--- src/rtl/pcw_pkg.sv ---
package pcw_pkg;

  // Frequencies are in 0.01 MHz steps.
  localparam int unsigned REF_FREQ      = 1432;   // reference, about 14.32 MHz
  localparam int unsigned REF_DIV       = 46;     // reference divider constant
  localparam int unsigned ROUND_SCALE   = 1000;   // fixed-point scale for rounding
  localparam int unsigned ROUND_HALF    = 500;    // half of the scale
  localparam int unsigned FREQ_HI       = 15938;  // highest legal request
  localparam int unsigned FREQ_LO       = 1000;   // lowest legal request
  localparam int unsigned VCO_LO        = 8000;   // bottom of the oscillator band
  localparam int unsigned FB_OFFSET     = 257;    // subtracted from the feedback count
  localparam int unsigned MAX_DOUBLINGS = 3;      // 1000 doubled 3 times reaches 8000
  localparam int unsigned FB_BITS       = 9;
  localparam int unsigned CODE_BITS     = 2;
  localparam int unsigned STOP_BITS     = 2;
  localparam logic [STOP_BITS-1:0] STOP_PATTERN = 2'b11;

  typedef enum logic [2:0] {
    ST_IDLE,
    ST_NORM,
    ST_MUL,
    ST_D1GO,
    ST_D1,
    ST_D2GO,
    ST_D2
  } calc_state_t;

endpackage

--- src/rtl/pcw_range_gate.sv ---
module pcw_range_gate
  import pcw_pkg::*;
#(
  parameter int unsigned FREQ_W = 16
) (
  input  logic [FREQ_W-1:0] freq,
  output logic              too_high,
  output logic              too_low,
  output logic              in_range
);

  localparam logic [FREQ_W-1:0] LIM_HI = FREQ_W'(FREQ_HI);
  localparam logic [FREQ_W-1:0] LIM_LO = FREQ_W'(FREQ_LO);

  always_comb begin
    too_high = freq > LIM_HI;
    too_low  = freq < LIM_LO;
    in_range = !too_high && !too_low;
  end

endmodule

--- src/rtl/pcw_normalizer.sv ---
module pcw_normalizer
  import pcw_pkg::*;
#(
  parameter int unsigned FREQ_W = 16,
  parameter int unsigned K_W    = 2
) (
  input  logic              clk,
  input  logic              rst_n,
  input  logic              load,
  input  logic              step,
  input  logic [FREQ_W-1:0] freq_in,
  output logic [FREQ_W-1:0] freq_out,
  output logic [K_W-1:0]    shift_cnt
);

  localparam logic [FREQ_W-1:0] BAND_LO = FREQ_W'(VCO_LO);

  logic [FREQ_W-1:0] f_q;
  logic [K_W-1:0]    k_q;
  logic              below;

  assign below = f_q < BAND_LO;

  always_ff @(posedge clk or negedge rst_n) begin
    if (!rst_n) begin
      f_q <= '0;
      k_q <= '0;
    end else if (load) begin
      f_q <= freq_in;
      k_q <= '0;
    end else if (step && below) begin
      f_q <= {f_q[FREQ_W-2:0], 1'b0};
      k_q <= k_q + K_W'(1);
    end
  end

  assign freq_out  = f_q;
  assign shift_cnt = k_q;

  // a doubling is only ever needed while fewer than the maximum have occurred
  a_r4_shift_limit: assert property (@(posedge clk) disable iff (!rst_n)
    (step && below) |-> (k_q < K_W'(MAX_DOUBLINGS)));

endmodule

--- src/rtl/pcw_restoring_div.sv ---
module pcw_restoring_div #(
  parameter int unsigned NUM_W = 30,
  parameter int unsigned DEN_W = 11
) (
  input  logic             clk,
  input  logic             rst_n,
  input  logic             start,
  input  logic [NUM_W-1:0] dividend,
  input  logic [DEN_W-1:0] divisor,
  output logic             busy,
  output logic             done,
  output logic [NUM_W-1:0] quotient
);

  localparam int unsigned CNT_W = $clog2(NUM_W + 1);

  logic [DEN_W-1:0] den_q;
  logic [DEN_W-1:0] rem_q;
  logic [NUM_W-1:0] quo_q;
  logic [CNT_W-1:0] cnt_q;
  logic             busy_q;
  logic             done_q;

  logic [DEN_W:0]   shifted;
  logic [DEN_W-1:0] diff;
  logic             fits;

  always_comb begin
    shifted = {rem_q, quo_q[NUM_W-1]};
    fits    = shifted >= {1'b0, den_q};
    diff    = shifted[DEN_W-1:0] - den_q;
  end

  always_ff @(posedge clk or negedge rst_n) begin
    if (!rst_n) begin
      den_q  <= '0;
      rem_q  <= '0;
      quo_q  <= '0;
      cnt_q  <= '0;
      busy_q <= 1'b0;
      done_q <= 1'b0;
    end else begin
      done_q <= 1'b0;
      if (start) begin
        den_q  <= divisor;
        rem_q  <= '0;
        quo_q  <= dividend;
        cnt_q  <= CNT_W'(NUM_W);
        busy_q <= 1'b1;
      end else if (busy_q) begin
        rem_q <= fits ? diff : shifted[DEN_W-1:0];
        quo_q <= {quo_q[NUM_W-2:0], fits};
        cnt_q <= cnt_q - CNT_W'(1);
        if (cnt_q == CNT_W'(1)) begin
          busy_q <= 1'b0;
          done_q <= 1'b1;
        end
      end
    end
  end

  assign busy     = busy_q;
  assign done     = done_q;
  assign quotient = quo_q;

  // completion only follows a running division, so latency is bounded
  a_r9_done_after_run: assert property (@(posedge clk) disable iff (!rst_n)
    done |-> $past(busy_q));

  // the controller never restarts a division in flight
  a_r10_no_restart: assert property (@(posedge clk) disable iff (!rst_n)
    start |-> !busy_q);

  // the running remainder stays below the divisor
  a_r5_rem_bound: assert property (@(posedge clk) disable iff (!rst_n)
    busy_q |-> (rem_q < den_q));

endmodule

--- src/rtl/pcw_word_pack.sv ---
module pcw_word_pack
  import pcw_pkg::*;
#(
  parameter int unsigned WORD_W = 16
) (
  input  logic [FB_BITS-1:0]   fb_raw,
  input  logic [CODE_BITS-1:0] shift_cnt,
  output logic [WORD_W-1:0]    word
);

  localparam int unsigned PAY_W = STOP_BITS + CODE_BITS + FB_BITS;

  logic [FB_BITS-1:0]   fb_field;
  logic [CODE_BITS-1:0] pd_code;
  logic [PAY_W-1:0]     payload;

  always_comb begin
    fb_field = fb_raw - FB_BITS'(FB_OFFSET);
    pd_code  = CODE_BITS'(MAX_DOUBLINGS) - shift_cnt;
    payload  = {STOP_PATTERN, pd_code, fb_field};
  end

  generate
    if (WORD_W > PAY_W) begin : g_pad
      assign word = {{(WORD_W-PAY_W){1'b0}}, payload};
    end else begin : g_exact
      assign word = payload[WORD_W-1:0];
    end
  endgenerate

endmodule

--- src/rtl/pixclk_word_calc.sv ---
module pixclk_word_calc
  import pcw_pkg::*;
#(
  parameter int unsigned FREQ_W = 16,
  parameter int unsigned NUM_W  = 30,
  parameter int unsigned DEN_W  = 11,
  parameter int unsigned WORD_W = 16,
  parameter int unsigned SLOT_W = 5
) (
  input  logic              clk,
  input  logic              rst_n,
  input  logic              req_valid,
  output logic              req_ready,
  input  logic [FREQ_W-1:0] req_freq,
  output logic              done,
  output logic              err,
  output logic [WORD_W-1:0] prog_word,
  output logic [SLOT_W-1:0] slot_addr
);

  localparam int unsigned STEP_W  = $clog2(MAX_DOUBLINGS + 1);
  localparam int unsigned FB_TOP  = FB_OFFSET + (1 << FB_BITS) - 1;
  localparam int unsigned STOP_LO = FB_BITS + CODE_BITS;

  calc_state_t state_q;
  logic [STEP_W-1:0]    step_q;
  logic [NUM_W-1:0]     prod_q;
  logic [NUM_W-1:0]     q1_q;
  logic [WORD_W-1:0]    word_q;
  logic                 done_q;
  logic                 err_q;

  logic                 accept;
  logic                 too_high, too_low, in_range;
  logic [FREQ_W-1:0]    f_norm;
  logic [CODE_BITS-1:0] k_norm;
  logic                 div_start, div_busy, div_done;
  logic [NUM_W-1:0]     div_dividend, div_quot;
  logic [DEN_W-1:0]     div_divisor;
  logic [WORD_W-1:0]    packed_word;

  assign req_ready = (state_q == ST_IDLE);
  assign accept    = req_valid && req_ready;

  pcw_range_gate #(.FREQ_W(FREQ_W)) u_gate (
    .freq     (req_freq),
    .too_high (too_high),
    .too_low  (too_low),
    .in_range (in_range)
  );

  pcw_normalizer #(.FREQ_W(FREQ_W), .K_W(CODE_BITS)) u_norm (
    .clk       (clk),
    .rst_n     (rst_n),
    .load      (accept && in_range),
    .step      (state_q == ST_NORM),
    .freq_in   (req_freq),
    .freq_out  (f_norm),
    .shift_cnt (k_norm)
  );

  always_comb begin
    div_start    = (state_q == ST_D1GO) || (state_q == ST_D2GO);
    div_dividend = (state_q == ST_D2GO) ? (q1_q + NUM_W'(ROUND_HALF)) : prod_q;
    div_divisor  = (state_q == ST_D2GO) ? DEN_W'(ROUND_SCALE) : DEN_W'(REF_FREQ);
  end

  pcw_restoring_div #(.NUM_W(NUM_W), .DEN_W(DEN_W)) u_div (
    .clk      (clk),
    .rst_n    (rst_n),
    .start    (div_start),
    .dividend (div_dividend),
    .divisor  (div_divisor),
    .busy     (div_busy),
    .done     (div_done),
    .quotient (div_quot)
  );

  pcw_word_pack #(.WORD_W(WORD_W)) u_pack (
    .fb_raw    (div_quot[FB_BITS-1:0]),
    .shift_cnt (k_norm),
    .word      (packed_word)
  );

  always_ff @(posedge clk or negedge rst_n) begin
    if (!rst_n) begin
      state_q <= ST_IDLE;
      step_q  <= '0;
      prod_q  <= '0;
      q1_q    <= '0;
      word_q  <= '0;
      done_q  <= 1'b0;
      err_q   <= 1'b0;
    end else begin
      done_q <= 1'b0;
      unique case (state_q)
        ST_IDLE: begin
          if (accept) begin
            err_q <= !in_range;
            if (in_range) begin
              state_q <= ST_NORM;
              step_q  <= '0;
            end else begin
              done_q <= 1'b1;
            end
          end
        end
        ST_NORM: begin
          step_q <= step_q + STEP_W'(1);
          if (step_q == STEP_W'(MAX_DOUBLINGS - 1)) state_q <= ST_MUL;
        end
        ST_MUL: begin
          prod_q  <= NUM_W'(f_norm) * NUM_W'(REF_DIV * ROUND_SCALE);
          state_q <= ST_D1GO;
        end
        ST_D1GO: state_q <= ST_D1;
        ST_D1: begin
          if (div_done) begin
            q1_q    <= div_quot;
            state_q <= ST_D2GO;
          end
        end
        ST_D2GO: state_q <= ST_D2;
        ST_D2: begin
          if (div_done) begin
            word_q  <= packed_word;
            done_q  <= 1'b1;
            state_q <= ST_IDLE;
          end
        end
        default: state_q <= ST_IDLE;
      endcase
    end
  end

  assign done      = done_q;
  assign err       = err_q;
  assign prog_word = word_q;
  assign slot_addr = '0;

  // requests above the window finish at once with the error flag
  a_r2_reject_high: assert property (@(posedge clk) disable iff (!rst_n)
    (accept && too_high) |=> (done && err && req_ready));

  // requests below the window finish at once with the error flag
  a_r3_reject_low: assert property (@(posedge clk) disable iff (!rst_n)
    (accept && too_low) |=> (done && err && req_ready));

  // normalisation has reached the oscillator band before the multiply
  a_r4_band_reached: assert property (@(posedge clk) disable iff (!rst_n)
    (state_q == ST_MUL) |-> (f_norm >= FREQ_W'(VCO_LO)));

  // the rounded feedback count fits the field after the offset
  a_r5_fb_window: assert property (@(posedge clk) disable iff (!rst_n)
    (state_q == ST_D2 && div_done) |->
      (div_quot >= NUM_W'(FB_OFFSET) && div_quot <= NUM_W'(FB_TOP)));

  // a successful word carries the stop bits
  a_r6_stop_bits: assert property (@(posedge clk) disable iff (!rst_n)
    (done && !err) |-> (prog_word[STOP_LO +: STOP_BITS] == STOP_PATTERN));

  // while flagged in error and idle, the word does not move
  a_r8_word_held: assert property (@(posedge clk) disable iff (!rst_n)
    (err && !accept) |=> $stable(prog_word));

  // the divider is never running while a new request can be taken
  a_r10_idle_quiet: assert property (@(posedge clk) disable iff (!rst_n)
    req_ready |-> !div_busy);

endmodule

--- config.mk ---
export PLATFORM = sky130hd
export DESIGN_NAME = pixclk_word_calc
export DESIGN_NICKNAME = d
export VERILOG_FILES = /design/src/rtl/pcw_pkg.sv /design/src/rtl/pcw_range_gate.sv /design/src/rtl/pcw_normalizer.sv /design/src/rtl/pcw_restoring_div.sv /design/src/rtl/pcw_word_pack.sv /design/src/rtl/pixclk_word_calc.sv
export SDC_FILE = /design/constraint.sdc
export NUM_CORES = 1
export LEC_CHECK = 0
export CAP_MARGIN = 20
export CORE_MARGIN = 2
export CORE_UTILIZATION = 50
export DETAILED_ROUTE_END_ITERATION = 16
export GPL_ROUTABILITY_DRIVEN = 0
export PLACE_DENSITY = 0.78
export SKIP_CTS_REPAIR_TIMING = 1
export SLEW_MARGIN = 25
export SYNTH_ARGS = -nofsm -noshare
export SYNTH_HDL_FRONTEND = slang
export SYNTH_HIERARCHICAL = 1
export SYNTH_SLANG_ARGS = --single-unit
--- constraint.sdc ---
create_clock -name clk -period 8.4 [get_ports clk]
set_input_delay 1.68 -clock clk [delete_from_list [all_inputs] [get_ports clk]]
set_output_delay 1.68 -clock clk [all_outputs]
set_load 0.05 [all_outputs]
==> metrics.cfg <==
[critical_path]
critical_path_depth=17
r2r_start=u_norm/freq_out[13]$_DFFE_PN0P_
crit_buf_inv=4
cp-startpoint=u_norm/freq_out[13]$_DFFE_PN0P_
path_delay_family=adder cells
path_cells=inv_1 > fa_1 > inv_1 > ha_1 > fa_1 > fa_1 > inv_1 > fa_1 > inv_1 > ha_1 > a21oi_1 > a21boi_0 > a2111oi_0 > nor2_1 > a41oi_1 > xnor2_1 > o21ai_0
cp_slowest_cell=dfrtp_1
crit_path_end_kind=flip-flop
slowest_delay_ps=630
cp.required_ps=8690
worstSetupPathType=flip-flop to flip-flop
critPathArrivalTime_ps=5440
r2r_end=prod_q[29]$_DFFE_PN0P_
worst-path-max-fanout=10
r2r.worst_path.cells=17
reg2reg_slack_ps=3260
critPathLaunchType=flip-flop

[final_layout]
antennaDiodeCount=0
final_util=0.556
final_cell_area_mm2=0.0135
area_growth_pct=9.54
drive_gt1_frac=0.0918
fill_cells=2079
finalNetCount=1492

[route]
drt_iter0_drc=616
drc=0
wl_um=24300
vias_per_cell=5.39
via_count=8742
wire_per_inst_um=15.0
first_pass_iters=8
antenna_left=0

[global_route]
grt.total_usage=0.193
met1_usage=0.252
grt_use_met2=0.332
met3_usage=0.0336
grt_pass1_wl_um=40900
grt_overflow=0
grt_start_max_net_pins=96
grt_pass1_vias=8774
grt.busiest_layer=met2
antenna_found_initial=0

[power]
combPwrFrac=0.122
p_int_mw=1.35
switching_share=0.293
pwr_density_cell_mw_per_mm2=141
power_frac_clock=0.394
ir_drop_uv=150
power_leakage_nw=6.55
p_switching_uw=559
seq_power_share=0.484

[run_status]
status=finished clean

[placement]
port_buffers=37
placedInstanceArea_mm2=0.0129
hpwl_um=17600
post-place-ws_ps=3350

[job]
maxCapViolCount=0

[synthesis]
netlist_top_cells_count=inv_1, nand2_1, dfrtp_1
yosys_warnings=6
syn_area_mm2=0.0123
synth_seq_cells=156
synth.area.top_cells=dfrtp_1, fa_1, ha_1
synthFlopType=dfrtp_1
syn_avg_cell_area_um2=9.72
synth_top_area_share=0.317
synth_seq_area_share=0.317
synth_cell_types=81
yosysMostFrequentCell=inv_1
synth-edff-count=0
async_reset_ff_frac=1.00
synth_top_area_cell=dfrtp_1
postSynthCellCount=1266

[sta]
maxSlewViolCount=0
relSlewSlack=0.410
setup_slack_ps=3260
clock.fmax_mhz=194
final.period_utilization=0.612
worst_slew_pin_slew_ps=883
rsz0062_at_grt=no
finalSetupTns_ps=0
post-route-min-period_ps=5140
setup_viol=0
fin_worst_skew_ps=13.6
final_hold_viol_count=0

[clock_tree]
clock-sinks=156
clk_pin_slew_ps=70
clk_latency_ps=430
cts_buffers=17
htree_levels=4
cts_root_buf=clkbuf_16
cts_tree=built
cts_buffer_depth=2

[floorplanning]
die_x_um=161
die_h_um=161
pin_count=43
fp-row-count=57
dieArea_mm2=0.0259
core_mm2=0.0242
start_util=0.508

[worst_hold_path]
hold-path-endpoint=prod_q[17]$_DFFE_PN0P_
hold_depth=2
min_path_type=flip-flop to flip-flop
min_from=prod_q[17]$_DFFE_PN0P_

[metal layers]
| metal | vias up | part of all wire |
|---|---|---|
| li1 | 4271 | - |
| met1 | 4274 | 0.46 |
| met2 | 168 | 0.49 |
| met3 | 29 | 0.036 |
| met4 | 0 | 0.016 |
| met5 | - | 0 |
[placed cells by master, fill, tap and decap left out, drive strengths merged, types with 5 or more instances in the layout]
cell and count:
mux2 52, nand4 8, nand2 159, o311ai 5, clkinv 6, o21a 7, o211ai 7, mux2i 51
buf 7, and2 6, o31ai 6, xnor2 34, o21bai 5, nor3 10, a21o 7, o21ai 116
nor4 6, inv 180, clkdlybuf4s50 36, and3 8, a211oi 13, clkbuf 17, fa 78, nand3 21
conb 16, dfrtp 156, xor2 28, ha 111, nor2b 11, nor2 40, a21oi 31
[worst max path at each step]
stage                             endpoint  slack [ps]
global route        prod_q[29]$_DFFE_PN0P_        2960
detailed placement  prod_q[29]$_DFFE_PN0P_        3350
floorplan           prod_q[29]$_DFFE_PN0P_        3690
global placement    prod_q[27]$_DFFE_PN0P_        3500
finish              prod_q[29]$_DFFE_PN0P_        3260
CTS                 prod_q[29]$_DFFE_PN0P_        3270
[cell type report]
type | count | area, um2 | share of cell area
Multi-Input combinational cell | 893 | 7530 | 0.559
Clock buffer | 17 | 425 | 0.0316
Sequential cell | 156 | 3910 | 0.290
Inverter | 173 | 649 | 0.0482
Timing Repair Buffer | 43 | 417 | 0.0309
Clock inverter | 15 | 150 | 0.0111
Tap cell | 324 | 405 | 0.0301
[registers in the layout, indices dropped and copies added, names as in the netlist]
signal and cells:
err 1, state_q 3, step_q 2, q1_q 30, prod_q 26, u_div/cnt_q 5
u_norm/shift_cnt 2, prog_word 16, u_div/done 1, u_div/quotient 30, u_div/rem_q 11, done 1
u_div/busy 1, u_norm/freq_out 16, u_div/den_q 11
[stage by stage]
stage                     hold WS (ps)  cells  power, mW
final                              477   1621       1.91
after floorplan                    446   1278       1.09
after global placement             457   1589       1.15
after global routing               508   1621       1.99
after detailed placement           466   1589       1.16
after CTS                          483   1621       1.92
[tightest hold or removal path, stage by stage (launching register included)]
cell,delay [ps]
dfrtp_1,340
nand2_1,40
o21ai_0,60
[power by group through the flow]
stage,clock (mW),sequential [mW],combinational (mW)
5_1_grt,0.794,0.935,0.262
2_1_floorplan,0,0.914,0.175
6_report,0.752,0.922,0.232
3_5_place_dp,0,0.933,0.232
3_3_place_gp,0,0.929,0.223
4_1_cts,0.763,0.921,0.234
[logic make-up after synthesis]
family / Yosys count / synth area share
compound gates: 230 / 0.117
xor+xnor: 62 / 0.0441
fa+ha+maj: 189 / 0.240
buf+inv: 229 / 0.0749
flops: 156 / 0.317
mux: 103 / 0.0891
other cells: 4 / 0.00122
simple gates: 293 / 0.117
No activity file was read; power rests on OpenSTA's default activity.
